===== config.mk =====
export PLATFORM = sky130hd
export DESIGN_NAME = fcmp_flag_unit
export DESIGN_NICKNAME = d
export VERILOG_FILES = /design/src/rtl/fcmp_flag_unit.sv
export SDC_FILE = /design/constraint.sdc
export NUM_CORES = 1
export LEC_CHECK = 0
export ABC_AREA = 1
export BUFFER_PORTS_ARGS = -buffer_cell sky130_fd_sc_hd__buf_2
export CORE_ASPECT_RATIO = 1.4
export CORE_MARGIN = 2
export CORE_UTILIZATION = 46
export CTS_CLUSTER_SIZE = 28
export DETAILED_ROUTE_END_ITERATION = 12
export HOLD_SLACK_MARGIN = 0.15
export PLACE_DENSITY = 0.88
export SLEW_MARGIN = 20
export SYNTH_ARGS = -nofsm -noshare
export SYNTH_HDL_FRONTEND = slang
export SYNTH_SLANG_ARGS = --single-unit

===== constraint.sdc =====
create_clock -name clk -period 1.75 [get_ports clk]
set_input_delay 0.175 -clock clk [delete_from_list [all_inputs] [get_ports clk]]
set_output_delay 0.175 -clock clk [all_outputs]
set_load 0.05 [all_outputs]

===== src/rtl/fcmp_flag_unit.sv =====
module fcmp_flag_unit #(
  parameter int EXP_W  = 8,
  parameter int FRAC_W = 23
) (
  input  logic                        clk,
  input  logic                        rst_n,
  input  logic                        req_valid,
  output logic                        req_ready,
  input  logic [EXP_W+FRAC_W:0]       op_a,
  input  logic [EXP_W+FRAC_W:0]       op_b,
  input  logic                        quiet_mode,
  input  logic                        mask_invalid,
  input  logic                        mask_denorm,
  output logic                        rsp_valid,
  output logic                        flag_we,
  output logic                        zf,
  output logic                        pf,
  output logic                        cf,
  output logic                        of,
  output logic                        sf,
  output logic                        af,
  output logic                        exc_invalid,
  output logic                        exc_denorm
);
  localparam int W   = 1 + EXP_W + FRAC_W;
  localparam int MAG = W - 1;

  logic [EXP_W-1:0]  a_exp, b_exp;
  logic [FRAC_W-1:0] a_frac, b_frac;
  logic [MAG-1:0]    a_mag, b_mag;

  assign a_exp  = op_a[W-2:FRAC_W];
  assign b_exp  = op_b[W-2:FRAC_W];
  assign a_frac = op_a[FRAC_W-1:0];
  assign b_frac = op_b[FRAC_W-1:0];
  assign a_mag  = op_a[MAG-1:0];
  assign b_mag  = op_b[MAG-1:0];

  logic a_nan, b_nan, a_snan, b_snan, a_den, b_den, a_zero, b_zero;
  assign a_nan  = (&a_exp) & (|a_frac);
  assign b_nan  = (&b_exp) & (|b_frac);
  assign a_snan = a_nan & ~a_frac[FRAC_W-1];
  assign b_snan = b_nan & ~b_frac[FRAC_W-1];
  assign a_den  = ~(|a_exp) & (|a_frac);
  assign b_den  = ~(|b_exp) & (|b_frac);
  assign a_zero = ~(|a_mag);
  assign b_zero = ~(|b_mag);

  logic unord, equal, a_greater;
  assign unord = a_nan | b_nan;
  assign equal = (a_zero & b_zero) | (op_a == op_b);

  always_comb begin
    if (op_a[W-1] != op_b[W-1])
      a_greater = ~op_a[W-1];
    else if (op_a[W-1])
      a_greater = a_mag < b_mag;
    else
      a_greater = a_mag > b_mag;
  end

  logic [2:0] code;
  always_comb begin
    if (unord)          code = 3'b111;
    else if (equal)     code = 3'b100;
    else if (a_greater) code = 3'b000;
    else                code = 3'b001;
  end

  logic inv, den, unmasked, accept, write;
  assign inv      = quiet_mode ? (a_snan | b_snan) : unord;
  assign den      = a_den | b_den;
  assign unmasked = (inv & ~mask_invalid) | (den & ~mask_denorm);
  assign req_ready = 1'b1;
  assign accept   = req_valid & req_ready;
  assign write    = accept & ~unmasked;

  always_ff @(posedge clk) begin
    if (!rst_n) begin
      rsp_valid   <= 1'b0;
      flag_we     <= 1'b0;
      exc_invalid <= 1'b0;
      exc_denorm  <= 1'b0;
      {zf, pf, cf} <= 3'b000;
    end else begin
      rsp_valid   <= accept;
      flag_we     <= write;
      exc_invalid <= accept & inv;
      exc_denorm  <= accept & den;
      if (write) {zf, pf, cf} <= code;
    end
  end

  assign of = 1'b0;
  assign sf = 1'b0;
  assign af = 1'b0;

  a_r10_rsp_follows_req: assert property (@(posedge clk) disable iff (!rst_n)
    req_valid |=> rsp_valid);
  a_r10_no_spurious_rsp: assert property (@(posedge clk) disable iff (!rst_n)
    !req_valid |=> !rsp_valid && !flag_we && !exc_invalid && !exc_denorm);
  a_r9_hold_without_write: assert property (@(posedge clk) disable iff (!rst_n)
    !flag_we |-> $stable({zf, pf, cf}));
  a_r9_unmasked_blocks: assert property (@(posedge clk) disable iff (!rst_n)
    (rsp_valid && ((exc_invalid && !$past(mask_invalid)) ||
                   (exc_denorm && !$past(mask_denorm)))) |-> !flag_we);
  a_r1_unordered_code: assert property (@(posedge clk) disable iff (!rst_n)
    (flag_we && zf && pf) |-> cf);
  a_r6_signaling_nan: assert property (@(posedge clk) disable iff (!rst_n)
    (flag_we && zf && pf && !$past(quiet_mode)) |-> exc_invalid);
endmodule


==> metrics.cfg, run 1 <==
[global_route]
grt_overflow_total=0
antenna_found_initial=0
grt_pass1_wl_mm=6.38
globalRouteTotalUtil_pct=20.8
grt_pass1_vias=1782
grt_max_degree=6

[floorplan]
coreArea_um2=3150
die_x_um=52.7
pin_count=81
die_area_um2=3800
row_count=24
start_util_pct=48.4
die_height_um=72.2

[yosys]
synth_edf_count=0
syn_inst=267
synth_area_leader_cell=ha_1
synth-seq-cells=7
async_flop_share_pct=0
yosysMostFrequentCell=nand2_1
syn-cell-area_um2=1530
yosys-top-cells-count=nand2_1 (75), inv_1 (51), nor2_1 (45)
yosys_warnings=0
synth_area_per_cell_um2=5.72
synth_ff_type=dfxtp_1
synthTopCellsByArea=ha_1 (25%), nand2_1 (18%), inv_1 (13%)
synth_top_area_share_pct=25.4
synth-seq-area-share_pct=9.18
ys_types=25

[clocking]
htreeDepth=1
cts.sinks=7
clockBufferDepth=2
cts_hold_buf=0
numCtsBuffers=3
root_buffer=clkbuf_8
clkSlewWorstSetupHoldPaths_ns=0.04
cts_resized=0
post-cts-setup-buffers=0
cts_tree=yes
clock_latency_ns=0.23

[worst_setup_path]
cp-start-kind=input port
worstSetupPathType=in -> reg
cp_max_fo=3
crit_family=simple AND/OR/NAND/NOR gates
slowest_delay_ns=0.28
path_common_cell=nand2_1
required_ns=1.87
crit_slowest_cell=ha_1
end_kind=flip-flop
crit_chain=buf_2 > inv_1 > ha_1 > nand2_1 > nor2_1 > and2_1 > nor3b_1 > nand2_1 > nand2_1 > nand2_1 > nand2_1 > nand2_1 > nand2_1 > a21oi_2
cp.arrival_ns=1.63
cp_num_buf_inv=2

[timing]
fin_crit_ns=1.51
fin_tns_setup_ns=0
hold_viol_final=0
hold_slack_ns=0.206
fin_skew_ns=0
drv_slew=0
fmax_mhz=663
period_share_pct=86.2
rsz0062_at_grt=false
setup_viol=0

[drt]
dr.pass1.iters=4
drtAntennaViolNets=0
wl_mm=3.80
drcViolationCount=0
drtIter0Drc=31
vias_per_cell=4.81
routedWlPerCell_um=9.88
vias=1850

[placement]
gp_congestion=0.849
portBuffers=76
hpwlAfterDp_mm=3.48
place_area_um2=1940

[finish]
diodes=0
drive_gt1_share_pct=25.7
nets=448
ff_latch_area_um2=140
fin_area_um2=1990
area_growth_pct=30.1
nFillCells=315
multi_input_area_um2=1170

[job]
drv_cap=0

[power_and_ir_drop]
vdd_drop_max_uv=332
p_leak_nw=1.22
p_per_area_nw_per_um2=389

[run_status]
status=completed

[min_path]
hp-class=in -> reg

==> routing by layer <==
layer | track usage (%) | share of wire (%) | vias to the layer above
met1 | 21.2 | 39 | 802
met3 | 1.65 | 5.5 | 4
met4 | 4.56 | 0.95 | 0
met5 | 0 | 0 | -
li1 | - | - | 991
met2 | 43.1 | 55 | 53
==> stage by stage <==
step	util (%)	std cells	worst slack [ns]	total power [W]
2_1_floorplan	-	269	0.284	0.000407
3_3_place_gp	61.5	381	0.0848	0.000538
3_5_place_dp	61.5	381	0.00862	0.000548
6_report	63.0	385	0.242	0.000773
4_1_cts	63.0	385	0.244	0.000780
5_1_grt	63.0	385	0.0297	0.000842
==> flip-flops by register name (all words and copies together), names as in the netlist <==
register and flops:
exc_invalid 1, pf 1, zf 1, flag_we 1
rsp_valid 1, cf 1, exc_denorm 1
==> cell families after synthesis <==
kind of cell / count (synthesis) / share of synthesized area (%)
AOI/OAI and AO/OA: 18 / 6.89
xor gates and xnor gates: 1 / 0.574
adders and majority gates: 31 / 25.4
buffers and inverters: 55 / 14.5
DFF: 7 / 9.18
other: 2 / 0.492
and+or+nand+nor: 153 / 43.0
==> final cells by class <==
type                       instances  share of cell area, %
sequential                         7                   7.06
timing repair buffer              77                   19.5
tap                               39                   2.46
clock buffer                       4                   2.27
multi-input combinational        207                   59.0
inverter                          51                   9.64
==> cells in the final DEF, fill, tap and decap left out <==
cell and count:
nor3_1 3, a21o_1 1, o21a_1 1, conb_1 4, nand2_1 75, clkbuf_8 3, clkbuf_1 1, buf_2 76
nand3_1 11, xor2_1 1, and2_1 1, dfxtp_1 7, nand3_2 2, nor2_2 3, o21ai_2 1, o21bai_1 1
a21oi_2 1, buf_4 1, nor2_4 1, nand2_2 1, nor4_1 1, nor3b_1 1, nand4_1 7, inv_1 51
ha_1 31, nor2_1 45, nand3b_1 2, a21oi_1 13
==> final timing paths <==
path / startpoint / to / slack, ns / depth (start not counted)
max reg2reg: cf / cf / 1.11 / 4
min reg2reg: pf / pf / 0.46 / 2
max: op_b[30] / cf / 0.24 / 14
min: req_valid / rsp_valid / 0.21 / 3
==> where the power goes <==
group	switching (W)	internal [W]	leakage [nW]
clock network	0.0000696	0.000158	0.0228
logic	0.000223	0.000155	1.14
registers	0.00000205	0.000166	0.0572
==> worst min-delay path, delay by kind of cell <==
| family | cells | cell delay, ns |
|---|---|---|
| buffers and inverters | 2 | 0.14 |
| and+or+nand+nor | 1 | 0.08 |
Power figures use the tool's default switching activity.
==> inputs of run 2 (changes only) <==
--- a/config.mk
+++ b/config.mk
@@ -5,15 +5,15 @@
 export SDC_FILE = /design/constraint.sdc
 export NUM_CORES = 1
 export LEC_CHECK = 0
-export ABC_AREA = 1
+export ABC_AREA = 0
 export BUFFER_PORTS_ARGS = -buffer_cell sky130_fd_sc_hd__buf_2
 export CORE_ASPECT_RATIO = 1.4
 export CORE_MARGIN = 2
-export CORE_UTILIZATION = 46
+export CORE_UTILIZATION = 44
 export CTS_CLUSTER_SIZE = 28
 export DETAILED_ROUTE_END_ITERATION = 12
 export HOLD_SLACK_MARGIN = 0.15
-export PLACE_DENSITY = 0.88
+export PLACE_DENSITY = 0.87
 export SLEW_MARGIN = 20
 export SYNTH_ARGS = -nofsm -noshare
 export SYNTH_HDL_FRONTEND = slang
==> metrics.cfg, run 2 <==
[yosys]
syn-cell-area_um2=1330  ; was 1530 um2
synth_top_family_by_area=adder cells  ; was simple AND/OR/NAND/NOR gates
async_flop_share_pct=0  ; unchanged
synthTopCellsByArea=ha_1 (29%), dfxtp_1 (11%), inv_1 (9.3%)  ; was ha_1 (25%), nand2_1 (18%), inv_1 (13%)
synth-seq-area-share_pct=10.5  ; was 9.18%
synth-simple-area-share_pct=28.0  ; was 43.0%
synth-seq-cells=7  ; unchanged
yosys-top-cells-count=inv_1 (33), ha_1 (31), nor4_1 (16)  ; was nand2_1 (75), inv_1 (51), nor2_1 (45)
synthAdderAreaFrac_pct=29.1  ; was 25.4%
yosysMostFrequentCell=inv_1  ; was nand2_1
synth_ff_type=dfxtp_1  ; unchanged
ys_types=37  ; was 25
synth_area_per_cell_um2=7.54  ; was 5.72 um2
synth-xor-area-share_pct=0.657  ; was 0.574%
synth_compound_area_share_pct=18.9  ; was 6.89%
syn_inst=177  ; was 267
synth_area_leader_cell=ha_1  ; unchanged
synth_edf_count=0  ; unchanged
synthMuxAreaShare_pct=0.750  ; was 0%
yosys_warnings=0  ; unchanged
synth_top_area_share_pct=29.1  ; was 25.4%

[min_path]
holdPathStages=2  ; was 3
min_to=flag_we  ; was rsp_valid
hp-class=in -> reg  ; unchanged
hp-start=rst_n  ; was req_valid

[timing]
layout_setup_ws_ns=-0.0865  ; was 0.242 ns
rsz0062_at_grt=true  ; was false
period_share_pct=105  ; was 86.2%
fin_crit_ns=1.84  ; was 1.51 ns
hold_viol_final=0  ; unchanged
drv_slew=0  ; unchanged
setup_viol=1  ; was 0
fmax_mhz=545  ; was 663 MHz
fin_skew_ns=0  ; unchanged
fin_tns_setup_ns=-0.0865  ; was 0 ns

[drt]
dr.pass1.iters=4  ; unchanged
drcViolationCount=0  ; unchanged
drtIter0Drc=66  ; was 31
drtAntennaViolNets=0  ; unchanged
wl_mm=5.92  ; was 3.80 mm
routedWlPerCell_um=18.0  ; was 9.88 um
vias=1967  ; was 1850
vias_per_cell=5.98  ; was 4.81

[worst_setup_path]
rr_endpoint=cf  ; unchanged
r2r_cells=1  ; was 4
cp.arrival_ns=1.95  ; was 1.63 ns
cp-start-kind=input port  ; unchanged
ff2ff_setup_slack_ns=1.08  ; was 1.11 ns
cp_max_fo=3  ; unchanged
required_ns=1.86  ; was 1.87 ns
crit_chain=buf_2 > nor4_1 > nand4_1 > nor4_1 > a32oi_1 > or2b_1 > mux2i_1 > o221a_1  ; was buf_2 > inv_1 > ha_1 > nand2_1 > nor2_1 > and2_1 > nor3b_1 > nand2_1 > nand2_1 > nand2_1 > nand2_1 > nand2_1 > nand2_1 > a21oi_2
crit_slowest_cell=nor4_1  ; was ha_1
crit_family=simple AND/OR/NAND/NOR gates  ; unchanged
end_kind=flip-flop  ; unchanged
path_common_cell=nor4_1  ; was nand2_1
worstSetupPathType=in -> reg  ; unchanged
rr_startpoint=cf  ; unchanged
slowest_delay_ns=0.43  ; was 0.28 ns
cp_num_buf_inv=1  ; was 2

[floorplan]
die_area_um2=3490  ; was 3800 um2
die_height_um=69.1  ; was 72.2 um
die_x_um=50.5  ; was 52.7 um
coreArea_um2=2880  ; was 3150 um2
pin_count=81  ; unchanged
row_count=23  ; was 24
start_util_pct=46.3  ; was 48.4%

[global_route]
grt_pass1_vias=1743  ; was 1782
antenna_found_initial=0  ; unchanged
use_met2_pct=48.4  ; was 43.1%
grt_use_met1_pct=22.9  ; was 21.2%
grt-busiest-layer=met2  ; unchanged
grt_max_degree=6  ; unchanged
grt_pass1_wl_mm=6.72  ; was 6.38 mm
globalRouteTotalUtil_pct=23.8  ; was 20.8%
gr-usage-met3_pct=2.81  ; was 1.65%
grt_overflow_total=0  ; unchanged

[clocking]
root_buffer=clkbuf_8  ; unchanged
clock_latency_ns=0.22  ; was 0.23 ns
cts.sinks=7  ; unchanged
clockBufferDepth=2  ; unchanged
clkSlewWorstSetupHoldPaths_ns=0.04  ; about the same
cts_hold_buf=0  ; unchanged
numCtsBuffers=3  ; unchanged
htreeDepth=1  ; unchanged
cts_tree=yes  ; unchanged

[run_status]
violations=negative setup slack
status=complete, but fails checks  ; was completed

[power_and_ir_drop]
total_power_w=0.000957  ; was 0.000773 W
p_per_area_nw_per_um2=398  ; was 389 nW/um2
vdd_drop_max_uv=526  ; was 332 uV
p_leak_nw=1.22  ; about the same

[finish]
diodes=0  ; unchanged
area_growth_pct=80.5  ; was 30.1%
layout_commonest_cell=buf_2  ; unchanged
layout.cells.non_filler=329  ; was 385
drive_gt1_share_pct=53.1  ; was 25.7%
final_cell_mix=buf_2 (60), buf_4 (37), inv_1 (21), ha_1 (16), ha_4 (15)  ; was buf_2 (76), nand2_1 (75), inv_1 (51), nor2_1 (45), ha_1 (31)
utilization_pct=83.7  ; was 63.0%
nets=394  ; was 448

[placement]
hpwlAfterDp_mm=3.80  ; was 3.48 mm
place_inst=324  ; was 381
portBuffers=76  ; unchanged
gp_congestion=0.862  ; was 0.849
post-place-ws_ns=-0.246  ; was 0.00862 ns

[job]
drv_cap=0  ; unchanged

-- run 2: what timing repair did --
action | in CTS | in global routing
setup endpoints to repair | 1 | 4
buffers inserted | 0 | 1
resized for setup | 0 | 61
pin swaps | 1 | 27
-- run 2: power by group --
part,leakage (nW),total [W],switching (W),internal [W]
registers,0.0576,0.000170,0.00000293,0.000167
clock network,0.0228,0.000219,0.0000618,0.000157
logic,1.13,0.000568,0.000286,0.000282
-- run 2: how the worst max path moves through the flow --
stage,from,cells after the start,slack (ns),end
after global routing,op_a[2],8,-0.25,cf
after global placement,op_b[13],10,-0.22,cf
after detailed placement,op_b[13],10,-0.25,cf
final,op_a[15],8,-0.09,cf
after floorplan,op_b[13],9,0.009,cf
after CTS,op_a[2],9,0.005,cf
-- run 2: cells by family after synthesis --
family,count (synthesis)
flip-flops,7
XOR/XNOR,1
buffers and inverters,37
AND/OR/NAND/NOR,61
adder cells (fa/ha/maj),31
AO/OA/AOI/OAI,37
other,2
multiplexers,1
-- run 2: cell type report --
class / instances / area [um2]
Multi-Input combinational cell: 135 / 1280
Timing Repair Buffer: 113 / 766
Fill cell: 166 / 470
Sequential cell: 7 / 140
Inverter: 33 / 126
Tap cell: 37 / 46.3
Clock buffer: 4 / 45.0
-- run 2: metal layers --
layer / wire length [um] / share of wire, %
met5: 0 / 0
met4: 413 / 7.0
met3: 461 / 7.8
met2: 3130 / 53
met1: 1920 / 32
-- run 2: metrics by stage --
step | cell area [um2] | hold slack (ns)
final | 2410 | 0.222
after floorplan | 1360 | 0.297
after global routing | 2410 | 0.233
after detailed placement | 2030 | 0.447
after global placement | 2030 | 0.436
after CTS | 2070 | 0.219
==> inputs of run 3 (changes only) <==
--- a/config.mk
+++ b/config.mk
@@ -7,13 +7,16 @@
 export LEC_CHECK = 0
 export ABC_AREA = 0
 export BUFFER_PORTS_ARGS = -buffer_cell sky130_fd_sc_hd__buf_2
+export CELL_PAD_IN_SITES_DETAIL_PLACEMENT = 0
+export CELL_PAD_IN_SITES_GLOBAL_PLACEMENT = 1
 export CORE_ASPECT_RATIO = 1.4
 export CORE_MARGIN = 2
-export CORE_UTILIZATION = 44
+export CORE_UTILIZATION = 29
 export CTS_CLUSTER_SIZE = 28
 export DETAILED_ROUTE_END_ITERATION = 12
 export HOLD_SLACK_MARGIN = 0.15
-export PLACE_DENSITY = 0.87
+export MAX_ROUTING_LAYER = met4
+export PLACE_DENSITY = 0.86
 export SLEW_MARGIN = 20
 export SYNTH_ARGS = -nofsm -noshare
 export SYNTH_HDL_FRONTEND = slang
==> metrics.cfg, run 3 (synthesis results as in run 2) <==
[global_route]
grt_max_degree=6  ; unchanged
antenna_found_initial=0  ; unchanged
grt_pass1_vias=1729  ; was 1743
grt_overflow_total=0  ; unchanged
grt_pass1_wl_mm=6.96  ; was 6.72 mm
globalRouteTotalUtil_pct=17.6  ; was 23.8%

[min_path]
hp-class=in -> reg  ; unchanged

[worst_setup_path]
end_kind=flip-flop  ; unchanged
ff2ff_setup_slack_ns=1.08  ; about the same
worstSetupPathType=in -> reg  ; unchanged
cp_max_fo=3  ; unchanged
cp_num_buf_inv=2  ; was 1
crit_slowest_cell=o311a_1  ; was nor4_1
crit_family=simple AND/OR/NAND/NOR gates  ; unchanged
crit_chain=buf_6 > inv_2 > ha_4 > nand4_1 > nor4_4 > nand2_1 > o311a_1 > mux2i_1 > o221a_1  ; was buf_2 > nor4_1 > nand4_1 > nor4_1 > a32oi_1 > or2b_1 > mux2i_1 > o221a_1
required_ns=1.86  ; about the same
cp-start-kind=input port  ; unchanged
cp.arrival_ns=1.83  ; was 1.95 ns
slowest_delay_ns=0.36  ; was 0.43 ns

[clocking]
cts_tree=yes  ; unchanged
cts_hold_buf=0  ; unchanged
numCtsBuffers=3  ; unchanged
clock_latency_ns=0.22  ; about the same
root_buffer=clkbuf_8  ; unchanged
clkSlewWorstSetupHoldPaths_ns=0.04  ; about the same
clockBufferDepth=2  ; unchanged
cts.sinks=7  ; unchanged
htreeDepth=1  ; unchanged

[floorplan]
die_x_um=61.3  ; was 50.5 um
pin_count=81  ; unchanged
coreArea_um2=4460  ; was 2880 um2
die_area_um2=5170  ; was 3490 um2
start_util_pct=29.9  ; was 46.3%
die_height_um=84.2  ; was 69.1 um
row_count=29  ; was 23

[power_and_ir_drop]
p_leak_nw=1.26  ; was 1.22 nW
swShare_pct=35.2  ; was 36.7%
pwr-share-clk_pct=23.7  ; was 22.8%
intPower_w=0.000615  ; was 0.000606 W
p_sw_w=0.000334  ; was 0.000351 W
vdd_drop_max_uv=660  ; was 526 uV
seq_power_share_pct=17.9  ; was 17.8%
combPwrFrac_pct=58.3  ; was 59.4%
total_power_w=0.000949  ; was 0.000957 W
p_per_area_nw_per_um2=373  ; was 398 nW/um2

[job]
drv_cap=0  ; unchanged

[drt]
drtAntennaViolNets=0  ; unchanged
drtIter0Drc=23  ; was 66
wl_mm=4.56  ; was 5.92 mm
dr.pass1.iters=4  ; unchanged
routedWlPerCell_um=12.6  ; was 18.0 um
drcViolationCount=0  ; unchanged
vias_per_cell=4.76  ; was 5.98
vias=1723  ; was 1967

[timing]
fin_crit_ns=1.72  ; was 1.84 ns
drv_slew=0  ; unchanged
hold_slack_ns=0.213  ; was 0.222 ns
setup_viol=0  ; was 1
fin_skew_ns=0  ; unchanged
hold_viol_final=0  ; unchanged
fin_tns_setup_ns=0  ; was -0.0865 ns
period_share_pct=98.3  ; was 105%
rsz0062_at_grt=true  ; unchanged
fmax_mhz=581  ; was 545 MHz

[finish]
fin_area_um2=2540  ; was 2410 um2
diodes=0  ; unchanged
nets=402  ; was 394
layout_commonest_cell=buf_2  ; unchanged
layout.cells.non_filler=362  ; was 329
nFillCells=429  ; was 166
drive_gt1_share_pct=55.7  ; was 53.1%
area_growth_pct=90.6  ; was 80.5%
final_cell_mix=buf_2 (62), buf_4 (45), inv_1 (25), ha_4 (17), ha_1 (14)  ; was buf_2 (60), buf_4 (37), inv_1 (21), ha_1 (16), ha_4 (15)

[run_status]
status=completed  ; was complete, but fails checks

[placement]
portBuffers=76  ; unchanged
hpwlAfterDp_mm=3.73  ; was 3.80 mm
place_area_um2=2120  ; was 2030 um2
gp_congestion=0.804  ; was 0.862
place_inst=357  ; was 324

[run 3: cell count changes in the layout (fill, tap and decap cells not counted), sizes merged]
cell and delta:
buf +8
[run 3: metrics by stage]
step	setup slack, ns	utilization (%)
2_1_floorplan	0.00871	-
3_3_place_gp	-0.189	47.4
3_5_place_dp	-0.247	47.4
4_1_cts	0.00361	49.8
5_1_grt	-0.0959	57.0
6_report	0.0297	57.0
[run 3: final timing paths]
check,end,from,cells after the start
setup / recovery,cf,op_b[18],9
hold / removal,rsp_valid,req_valid,2
setup reg to reg,cf,cf,1
hold reg to reg,zf,zf,1
[run 3: power by group through the flow]
stage / clock, W / sequential, W / combinational [W]
floorplan: 0 / 0.000197 / 0.000203
global placement: 0 / 0.000172 / 0.000439
detailed placement: 0 / 0.000172 / 0.000447
CTS: 0.000230 / 0.000170 / 0.000469
global route: 0.000239 / 0.000171 / 0.000610
finish: 0.000225 / 0.000170 / 0.000554
[run 3: final cells by class]
class | count | area (um2) | area share (%)
flip-flops and latches | 7 | 140 | 5.51
inverters | 33 | 126 | 4.97
well taps | 62 | 77.6 | 3.05
multi-input cells | 135 | 1340 | 52.7
repair buffers | 121 | 813 | 32.0
clock buffers | 4 | 45.0 | 1.77
[run 3: routing by layer]
layer  GRT usage [%]  vias to the layer above  share of wire [%]
met5               -                        -                  0
met4            3.56                        0                1.2
met3            1.23                        6                5.4
met2            33.1                       62                 54
met1            19.2                      764                 39
li1                -                      891                  -
[run 3: timing repair]
item,in CTS,in global routing
setup endpoints to repair,1,4
buffers inserted,0,1
resized for setup,5,56
gates cloned,0,0
pin swaps,3,20
